**src/rtl/lsc_pkg.sv**
```systemverilog
package lsc_pkg;
  typedef enum logic [2:0] {
    ST_IDLE, ST_CAP, ST_WAIT_UP1, ST_RAISE, ST_WAIT_SPD, ST_WAIT_UP2
  } lsc_state_e;

  typedef enum logic [1:0] {
    ERR_NONE = 2'd0, ERR_UP1 = 2'd1, ERR_SPD = 2'd2, ERR_UP2 = 2'd3
  } lsc_err_e;

  localparam logic [3:0] SPD_GEN1 = 4'd1;
  localparam logic [3:0] SPD_GEN2 = 4'd2;
endpackage

```
**src/rtl/lsc_poll_timer.sv**
```systemverilog
module lsc_poll_timer #(
  parameter int POLL_GAP  = 1000,
  parameter int MAX_TRIES = 200
) (
  input  logic clk_i,
  input  logic rst_ni,
  input  logic run_i,
  output logic poll_o,
  output logic last_o
);
  localparam int GW = $clog2(POLL_GAP + 1);
  localparam int TW = $clog2(MAX_TRIES + 1);
  localparam logic [GW-1:0] GAP_RLD  = GW'(POLL_GAP - 1);
  localparam logic [TW-1:0] TRY_LAST = TW'(MAX_TRIES - 1);

  logic [GW-1:0] gap_q;
  logic [TW-1:0] tries_q;

  always_ff @(posedge clk_i or negedge rst_ni) begin
    if (!rst_ni) begin
      gap_q   <= GAP_RLD;
      tries_q <= '0;
    end else if (!run_i) begin
      gap_q   <= GAP_RLD;
      tries_q <= '0;
    end else if (gap_q == '0) begin
      gap_q   <= GAP_RLD;
      tries_q <= tries_q + 1'b1;
    end else begin
      gap_q <= gap_q - 1'b1;
    end
  end

  assign poll_o = (gap_q == '0);
  assign last_o = (tries_q == TRY_LAST);
endmodule

```
**src/rtl/lsc_seq_fsm.sv**
```systemverilog
module lsc_seq_fsm
  import lsc_pkg::*;
#(
  parameter int SPD_W = 4
) (
  input  logic             clk_i,
  input  logic             rst_ni,
  input  logic             start_i,
  input  logic             link_up_i,
  input  logic             spd_pend_i,
  input  logic             poll_i,
  input  logic             last_i,
  output logic             run_o,
  output logic [SPD_W-1:0] max_speed_o,
  output logic             train_en_o,
  output logic             spd_req_o,
  output logic             busy_o,
  output logic             launch_o,
  output logic             ok_o,
  output logic             fail_o,
  output lsc_err_e         fail_code_o
);
  lsc_state_e state_q, state_d;
  logic [SPD_W-1:0] max_q;
  logic train_q, req_q, raise;

  always_comb begin
    state_d     = state_q;
    run_o       = 1'b0;
    launch_o    = 1'b0;
    ok_o        = 1'b0;
    fail_o      = 1'b0;
    fail_code_o = ERR_NONE;
    raise       = 1'b0;
    unique case (state_q)
      ST_IDLE: if (start_i) begin
        state_d  = ST_CAP;
        launch_o = 1'b1;
      end
      ST_CAP:   state_d = ST_WAIT_UP1;
      ST_WAIT_UP1: begin
        run_o = 1'b1;
        if (poll_i) begin
          if (link_up_i) begin
            state_d = ST_RAISE;
            raise   = 1'b1;
            run_o   = 1'b0;
          end else if (last_i) begin
            state_d     = ST_IDLE;
            fail_o      = 1'b1;
            fail_code_o = ERR_UP1;
            run_o       = 1'b0;
          end
        end
      end
      ST_RAISE: state_d = ST_WAIT_SPD;
      ST_WAIT_SPD: begin
        run_o = 1'b1;
        if (poll_i) begin
          if (!spd_pend_i) begin
            state_d = ST_WAIT_UP2;
            run_o   = 1'b0;
          end else if (last_i) begin
            state_d     = ST_IDLE;
            fail_o      = 1'b1;
            fail_code_o = ERR_SPD;
            run_o       = 1'b0;
          end
        end
      end
      ST_WAIT_UP2: begin
        run_o = 1'b1;
        if (poll_i) begin
          if (link_up_i) begin
            state_d = ST_IDLE;
            ok_o    = 1'b1;
            run_o   = 1'b0;
          end else if (last_i) begin
            state_d     = ST_IDLE;
            fail_o      = 1'b1;
            fail_code_o = ERR_UP2;
            run_o       = 1'b0;
          end
        end
      end
      default: state_d = ST_IDLE;
    endcase
  end

  always_ff @(posedge clk_i or negedge rst_ni) begin
    if (!rst_ni) begin
      state_q <= ST_IDLE;
      max_q   <= '0;
      train_q <= 1'b0;
      req_q   <= 1'b0;
    end else begin
      state_q <= state_d;
      req_q   <= raise;
      if (launch_o) begin
        max_q   <= SPD_W'(SPD_GEN1);
        train_q <= 1'b0;
      end else if (raise) begin
        max_q <= SPD_W'(SPD_GEN2);
      end
      if (state_q == ST_CAP) train_q <= 1'b1;
    end
  end

  assign max_speed_o = max_q;
  assign train_en_o  = train_q;
  assign spd_req_o   = req_q;
  assign busy_o      = (state_q != ST_IDLE);
endmodule

```
**src/rtl/lsc_result.sv**
```systemverilog
module lsc_result
  import lsc_pkg::*;
#(
  parameter int GEN_W = 4
) (
  input  logic             clk_i,
  input  logic             rst_ni,
  input  logic             launch_i,
  input  logic             ok_i,
  input  logic             fail_i,
  input  lsc_err_e         fail_code_i,
  input  logic [GEN_W-1:0] gen_i,
  output logic             done_o,
  output logic             err_o,
  output logic [1:0]       err_code_o,
  output logic [GEN_W-1:0] gen_o
);
  always_ff @(posedge clk_i or negedge rst_ni) begin
    if (!rst_ni) begin
      done_o     <= 1'b0;
      err_o      <= 1'b0;
      err_code_o <= ERR_NONE;
      gen_o      <= '0;
    end else if (launch_i) begin
      done_o     <= 1'b0;
      err_o      <= 1'b0;
      err_code_o <= ERR_NONE;
      gen_o      <= '0;
    end else if (ok_i) begin
      done_o <= 1'b1;
      gen_o  <= gen_i;
    end else if (fail_i) begin
      err_o      <= 1'b1;
      err_code_o <= fail_code_i;
    end
  end
endmodule

```
**src/rtl/link_speed_ctrl.sv**
```systemverilog
module link_speed_ctrl
  import lsc_pkg::*;
#(
  parameter int POLL_GAP  = 1000,
  parameter int MAX_TRIES = 200,
  parameter int SPD_W     = 4,
  parameter int STAT_W    = 32,
  parameter int GEN_LSB   = 16,
  parameter int GEN_W     = 4
) (
  input  logic              clk_i,
  input  logic              rst_ni,
  input  logic              start_i,
  input  logic              link_up_i,
  input  logic              spd_pend_i,
  input  logic [STAT_W-1:0] link_stat_i,
  output logic [SPD_W-1:0]  max_speed_o,
  output logic              train_en_o,
  output logic              spd_req_o,
  output logic              busy_o,
  output logic              done_o,
  output logic              err_o,
  output logic [1:0]        err_code_o,
  output logic [GEN_W-1:0]  gen_o
);
  logic run, poll, last, launch, ok, fail;
  lsc_err_e fail_code;

  lsc_poll_timer #(.POLL_GAP(POLL_GAP), .MAX_TRIES(MAX_TRIES)) u_timer (
    .clk_i, .rst_ni, .run_i(run), .poll_o(poll), .last_o(last)
  );

  lsc_seq_fsm #(.SPD_W(SPD_W)) u_fsm (
    .clk_i, .rst_ni, .start_i, .link_up_i, .spd_pend_i,
    .poll_i(poll), .last_i(last), .run_o(run),
    .max_speed_o, .train_en_o, .spd_req_o, .busy_o,
    .launch_o(launch), .ok_o(ok), .fail_o(fail), .fail_code_o(fail_code)
  );

  lsc_result #(.GEN_W(GEN_W)) u_result (
    .clk_i, .rst_ni, .launch_i(launch), .ok_i(ok), .fail_i(fail),
    .fail_code_i(fail_code), .gen_i(link_stat_i[GEN_LSB +: GEN_W]),
    .done_o, .err_o, .err_code_o, .gen_o
  );
endmodule

```
**config.mk**
```make
export PLATFORM = sky130hd
export DESIGN_NAME = link_speed_ctrl
export DESIGN_NICKNAME = d
export VERILOG_FILES = /design/src/rtl/lsc_pkg.sv /design/src/rtl/lsc_poll_timer.sv /design/src/rtl/lsc_seq_fsm.sv /design/src/rtl/lsc_result.sv /design/src/rtl/link_speed_ctrl.sv
export SDC_FILE = /design/constraint.sdc
export NUM_CORES = 1
export LEC_CHECK = 0
export ABC_AREA = 1
export BUFFER_PORTS_ARGS = -buffer_cell sky130_fd_sc_hd__buf_2
export CORE_AREA = 2 2 64 66
export CTS_CLUSTER_DIAMETER = 100
export CTS_CLUSTER_SIZE = 28
export DETAILED_ROUTE_END_ITERATION = 8
export DIE_AREA = 0 0 66 68
export PLACE_DENSITY = 0.75
export SLEW_MARGIN = 5
export SYNTH_ARGS = -nofsm -noshare
export SYNTH_HDL_FRONTEND = slang
export SYNTH_SLANG_ARGS = --single-unit
```
**constraint.sdc**
```tcl
create_clock -name clk_i -period 2.8 [get_ports clk_i]
set_input_delay 0.42 -clock clk_i [delete_from_list [all_inputs] [get_ports clk_i]]
set_output_delay 0.42 -clock clk_i [all_outputs]
set_load 0.05 [all_outputs]
```
==> flow_metrics.env, run 1 <==
export IMPL_grt_start_max_net_pins=34
export IMPL_final_area_sq_um=2067
export IMPL_ant_nets=0
export IMPL_start_kind="flop"
export IMPL_grt_pass1_vias=1347
export IMPL_power_leakage_uw=0.001170
export IMPL_synthArstFlopShare_pct=100.0
export IMPL_worstPathRequired_ns=2.38
export IMPL_clkTransAtPathRegs_ns=0.07
export IMPL_max_slew_margin_rel_pct=51.67
export IMPL_hold_violations=0
export IMPL_final_util_pct=53.60
export IMPL_synth_mux_area_share_pct=0
export IMPL_drc_errors=0
export IMPL_ys_seq_area_share_pct=46.07
export IMPL_synth_edf_count=0
export IMPL_critPathBufInv=3
export IMPL_critPathTopFamily="flip-flops"
export IMPL_rsz0062_at_grt="false"
export IMPL_synthAdderAreaFrac_pct=2.069
export IMPL_clk_latency_ns=0.28
export IMPL_drt_iter0_drc=80
export IMPL_antennaDiodeCount=0
export IMPL_fin_setup_tns_ns=0
export IMPL_hp_class="primary input to asynchronous set/reset pin"
export IMPL_fin_skew_ns=0.009845
export IMPL_max_clock_path_buffers=2
export IMPL_cts_buffers=5
export IMPL_yosysWarningCount=0
export IMPL_synthToLayoutAreaGrowth_pct=13.93
export IMPL_critPathKind="flop to output port"
export IMPL_cp_end_kind="output port"
export IMPL_ctsHoldBuffers=0
export IMPL_dr_pass1_iters=5
export IMPL_outcome="finished, final reports clean"
export IMPL_synth_distinct_cells=32
export IMPL_syn_mean_instance_area_sq_um=8.028
export IMPL_finalWirelength_microns=3217
export IMPL_ios=52
export IMPL_crit_chain="inv_2 -> nand2_1 -> nor2_1 -> inv_1 -> buf_2"
export IMPL_synth_compound_area_share_pct=5.586
export IMPL_die_area_sq_um=4488
export IMPL_portBuffers=21
export IMPL_synthCells=226
export IMPL_numClockSinks=33
export IMPL_initial_utilization_pct=47.05
export IMPL_cts_tree="built"
export IMPL_final_common_cell="nand2_1"
export IMPL_layout_common_cells="nand2_1, inv_1, nand3_1, dfrtp_1, buf_2"
export IMPL_grt_ovfl_total=0
export IMPL_cts_resized=0
export IMPL_power_density_nw_per_um2=774.5
export IMPL_via_per_inst=4.719
export IMPL_fp_dieW_microns=66
export IMPL_postCtsSetupRepairBufs=0
export IMPL_critPathSlowestCell="dfrtp_1"
export IMPL_fillers=374
export IMPL_synth_top_family_by_area="simple AND/OR/NAND/NOR gates"
export IMPL_worstPathArrival_ns=1.28
export IMPL_place_area_sq_um=1951
export IMPL_yosys_area_share_xor_xnor_pct=2.897
export IMPL_grt_antenna_before_repair=0
export IMPL_dp_hpwl_microns=2347
export IMPL_synth_seq_cells=33
export IMPL_synth_ff_type="dfrtp_1"
export IMPL_drv_slew=0
export IMPL_grt_pass1_wl_microns=5678
export IMPL_clockRootBuffer="clkbuf_8"
export IMPL_track_usage_pct=16.63
export IMPL_cp_max_fo=4
export IMPL_worst_slew_pin_slew_ns=0.7249
export IMPL_core_area_sq_um=3856
export IMPL_syn_cell_area_sq_um=1814
export IMPL_drv_cap=0
export IMPL_globalplace_congestion=0.8200
export IMPL_final_nets=291
export IMPL_std_cell_rows=23
export IMPL_finalSetupViolations=0
export IMPL_dieHeight_microns=68
export IMPL_wl_per_cell_microns=10.65
export IMPL_fin_crit_ns=1.698
export IMPL_vdd_drop_max_mv=0.6032
export IMPL_htree_levels=2
export IMPL_cpPeakStageDelay_ns=0.42
export IMPL_fin_hold_ws_ns=0.1930
export IMPL_synthSimpleGateAreaFrac_pct=33.93
export IMPL_vias=1425
export IMPL_finalCritPeriodShare_pct=60.63
export IMPL_drive_above_1_share_pct=21.83
export IMPL_max_clock_freq_mhz=589.0
[sequential cells by signal, summed over array words and instances (netlist names)]
register             flops
u_result.err_code_o      2
u_fsm.max_speed_o        2
u_fsm.state_q            3
u_fsm.spd_req_o          1
u_fsm.train_en_o         1
u_result.done_o          1
u_timer.gap_q           10
u_timer.tries_q          8
u_result.gen_o           4
u_result.err_o           1
[final cells by class]
cell class | count | area [sq um] | share of cell area (%)
Multi-Input combinational cell | 156 | 814.5 | 39.41
Inverter | 34 | 132.6 | 6.416
Sequential cell | 33 | 835.8 | 40.44
Clock inverter | 1 | 30.03 | 1.453
Tap cell | 50 | 62.56 | 3.027
Clock buffer | 7 | 86.33 | 4.177
Timing Repair Buffer | 21 | 105.1 | 5.085
[synthesized netlist by cell type, types with 2 or more instances]
master	count	share of area, %
nand2_1	64	13
nand3_2	2	1.1
inv_1	29	6.0
nor2_2	2	0.69
o21ai_0	8	2.2
dfrtp_1	25	34
nor2_4	3	1.9
a21oi_1	4	1.1
inv_2	4	0.83
nor2_1	19	3.9
o21ai_1	4	1.1
dfstp_2	8	12
buf_4	2	0.83
nand3_1	25	6.9
ha_1	3	2.1
nand4_1	3	1.0
xor2_1	5	2.4
nand3_4	2	1.9
[through the flow]
step	setup WS, ns	std cells	power, uW
final	1.102	302	1601
after global routing	1.010	302	1720
after CTS	1.100	302	1621
after detailed placement	1.189	294	1158
after global placement	1.205	294	1150
after floorplan	1.345	227	1080
[kinds of logic (layout without fill, tap and decap cells)]
group           after synthesis  in the layout
simple gates                126            126
xor+xnor                      6              6
buf+inv                      38             63
other cells                   1              2
flops                        33             33
fa+ha+maj                     3              3
compound gates               19             19
[final timing paths]
path	start	endpoint	slack, ns	depth (start not counted)
hold reg to reg	u_timer.gap_q[0]$_DFF_PN1_	u_timer.gap_q[0]$_DFF_PN1_	0.45	1
hold / removal	rst_ni	u_result.gen_o[1]$_DFFE_PN0P_	0.19	1
setup reg to reg	u_timer.gap_q[0]$_DFF_PN1_	u_fsm.state_q[0]$_DFFE_PN0P_	1.20	10
min in group clk_i	link_stat_i[17]	u_result.gen_o[1]$_DFFE_PN0P_	0.37	3
setup / recovery	u_fsm.state_q[1]$_DFFE_PN0P_	busy_o	1.10	5
max in group asynchronous	rst_ni	u_timer.tries_q[6]$_DFFE_PN0P_	2.14	1
[power breakdown]
| group | internal (uW) | switching [uW] | total [uW] | leakage (uW) |
|---|---|---|---|---|
| Clock | 290 | 168 | 458 | 0.0000585 |
| Combinational | 157 | 419 | 577 | 0.000689 |
| Sequential | 529 | 36.9 | 566 | 0.000423 |
| Total | 976 | 625 | 1600 | 0.00117 |
[layer usage]
metal  global-route usage, %  routed length, microns  vias up
met5                       0                       0        -
met4                   4.592                      46        0
met3                   4.934                      87        6
met2                   29.55                    1541       18
met1                   19.69                    1542      646
li1                        -                       -      755
(Power assumes the default switching activity.)
==> inputs of run 2 (changes only) <==
--- a/config.mk
+++ b/config.mk
@@ -7,12 +7,12 @@
 export LEC_CHECK = 0
 export ABC_AREA = 1
 export BUFFER_PORTS_ARGS = -buffer_cell sky130_fd_sc_hd__buf_2
-export CORE_AREA = 2 2 64 66
+export CORE_AREA = 2 2 66 68
 export CTS_CLUSTER_DIAMETER = 100
 export CTS_CLUSTER_SIZE = 28
 export DETAILED_ROUTE_END_ITERATION = 8
-export DIE_AREA = 0 0 66 68
-export PLACE_DENSITY = 0.75
+export DIE_AREA = 0 0 68 70
+export PLACE_DENSITY = 0.73
 export SLEW_MARGIN = 5
 export SYNTH_ARGS = -nofsm -noshare
 export SYNTH_HDL_FRONTEND = slang
==> constraint.sdc (replaced) <==
create_clock -name clk_i -period 1.5 [get_ports clk_i]
set_input_delay 0.225 -clock clk_i [delete_from_list [all_inputs] [get_ports clk_i]]
set_output_delay 0.225 -clock clk_i [all_outputs]
set_load 0.05 [all_outputs]
==> flow_metrics.env, run 2 (synthesis results as in run 1) <==
export IMPL_outcome="finished, final reports clean"
export IMPL_synthToLayoutAreaGrowth_pct=26.41
export IMPL_via_per_inst=4.650
export IMPL_grt_antenna_before_repair=0
export IMPL_drive_above_1_share_pct=32.10
export IMPL_final_nets=310
export IMPL_cp_end_kind="output port"
export IMPL_std_cell_rows=24
export IMPL_cp_max_fo=4
export IMPL_globalplace_congestion=0.8115
export IMPL_worstPathRequired_ns=1.27
export IMPL_hold_violations=0
export IMPL_clkTransAtPathRegs_ns=0.07
export IMPL_finalCritPeriodShare_pct=94.88
export IMPL_cts_buffers=5
export IMPL_vias=1502
export IMPL_dp_cells=309
export IMPL_dr_pass1_iters=4
export IMPL_grt_pass1_vias=1406
export IMPL_drv_slew=0
export IMPL_finalSetupViolations=0
export IMPL_antennaDiodeCount=0
export IMPL_cts_tree="built"
export IMPL_initial_utilization_pct=43.78
export IMPL_clockRootBuffer="clkbuf_8"
export IMPL_final_common_cell="nand2_1"
export IMPL_max_clock_freq_mhz=702.7
export IMPL_max_clock_path_buffers=2
export IMPL_track_usage_pct=16.82
export IMPL_portBuffers=21
export IMPL_crit_chain="inv_2 -> nand2_1 -> nor2_2 -> inv_1 -> buf_6"
export IMPL_fin_setup_tns_ns=0
export IMPL_power_leakage_uw=0.001256
export IMPL_vdd_drop_max_mv=1.148
export IMPL_dp_hpwl_microns=2559
export IMPL_fin_crit_ns=1.423
export IMPL_ios=52
export IMPL_grt_ovfl_total=0
export IMPL_drv_cap=0
export IMPL_htree_levels=2
export IMPL_die_area_sq_um=4760
export IMPL_layout_common_cells="nand2_1, inv_1, dfrtp_1"
export IMPL_start_kind="flop"
export IMPL_startpoint="u_fsm.state_q[0]$_DFFE_PN0P_"
export IMPL_fp_dieW_microns=68
export IMPL_fin_skew_ns=0.006170
export IMPL_fillers=394
export IMPL_core_area_sq_um=4144
export IMPL_reg_top3="u_timer.gap_q x10, u_timer.tries_q x8, u_result.gen_o x4"
export IMPL_r2r_start="u_timer.gap_q[1]$_DFF_PN1_"
export IMPL_wl_per_cell_microns=11.10
export IMPL_worstPathArrival_ns=1.20
export IMPL_reg2reg_setup_slack_ns=0.08
export IMPL_largest_reg_flops=10
export IMPL_power_density_nw_per_um2=1368
export IMPL_clk_latency_ns=0.29
export IMPL_drt_iter0_drc=38
export IMPL_stdcell_count=323
export IMPL_hp_class="primary input to flop"
export IMPL_cpPeakStageDelay_ns=0.42
export IMPL_min_from="link_stat_i[16]"
export IMPL_critPathSlowestCell="dfrtp_1"
export IMPL_grt_pass1_wl_microns=6099
export IMPL_dieHeight_microns=70
export IMPL_critPathKind="flop to output port"
export IMPL_numClockSinks=33
export IMPL_place_area_sq_um=2051
export IMPL_drc_errors=0
export IMPL_ant_nets=0
export IMPL_power_uw=3136
export IMPL_largest_register="u_timer.gap_q"
export IMPL_grt_start_max_net_pins=34
export IMPL_fin_hold_ws_ns=0.1692
export IMPL_finalWirelength_microns=3585
export IMPL_final_area_sq_um=2293
==> run 2: timing repair <==
| item | in CTS | in global routing |
|---|---|---|
| hold endpoints to repair | 25 | 0 |
| setup endpoints to repair | 12 | 24 |
| gates resized for setup | 13 | 15 |
| pin swaps | 6 | 6 |
| setup buffers | 2 | 3 |
| hold buffers | 1 | 0 |
==> run 2: critical path: cells and delay by family (launching register included) <==
family | cells | cell delay [ns]
DFF | 1 | 0.42
buffers and inverters | 3 | 0.33
and+or+nand+nor | 2 | 0.16
==> run 2: metrics by stage <==
stage	utilization, %	worst slack [ns]
6_report	55.34	0.07683
3_3_place_gp	49.49	0.004971
4_1_cts	53.14	0.0007298
5_1_grt	55.34	-0.01394
3_5_place_dp	49.49	-0.07731
2_1_floorplan	-	0.04462
==> run 2: area by class of cell <==
| class | instances | area (sq um) | area share, % |
|---|---|---|---|
| Inverter | 34 | 140.1 | 6.110 |
| Clock inverter | 3 | 17.52 | 0.7638 |
| Clock buffer | 5 | 68.82 | 3.001 |
| Tap cell | 52 | 65.06 | 2.837 |
| Timing Repair Buffer | 40 | 264.0 | 11.51 |
| Multi-Input combinational cell | 156 | 902.1 | 39.33 |
| Sequential cell | 33 | 835.8 | 36.44 |
==> run 2: final timing paths <==
| check | end | cells after the start |
|---|---|---|
| max | busy_o | 5 |
| min in group asynchronous | u_fsm.max_speed_o[0]$_DFFE_PN0P_ | 3 |
| min reg2reg | u_timer.gap_q[0]$_DFF_PN1_ | 1 |
| min | u_result.gen_o[0]$_DFFE_PN0P_ | 3 |
| max reg2reg | u_timer.tries_q[4]$_DFFE_PN0P_ | 9 |
| max in group asynchronous | u_timer.gap_q[0]$_DFF_PN1_ | 3 |
==> run 2: metal layers <==
metal  track usage [%]  share of wire, %  vias up
met2             25.89                49       18
met4             5.333               1.5        0
met3             5.314               2.7        5
li1                  -                 -      791
met1             22.29                47      688
met5                 0                 0        -
==> run 2: report_power, final <==
group | total, uW | internal, uW | switching (uW)
combinational | 1430 | 513 | 917
clock | 652 | 320 | 332
sequential | 1050 | 988 | 67.3
total | 3140 | 1820 | 1320
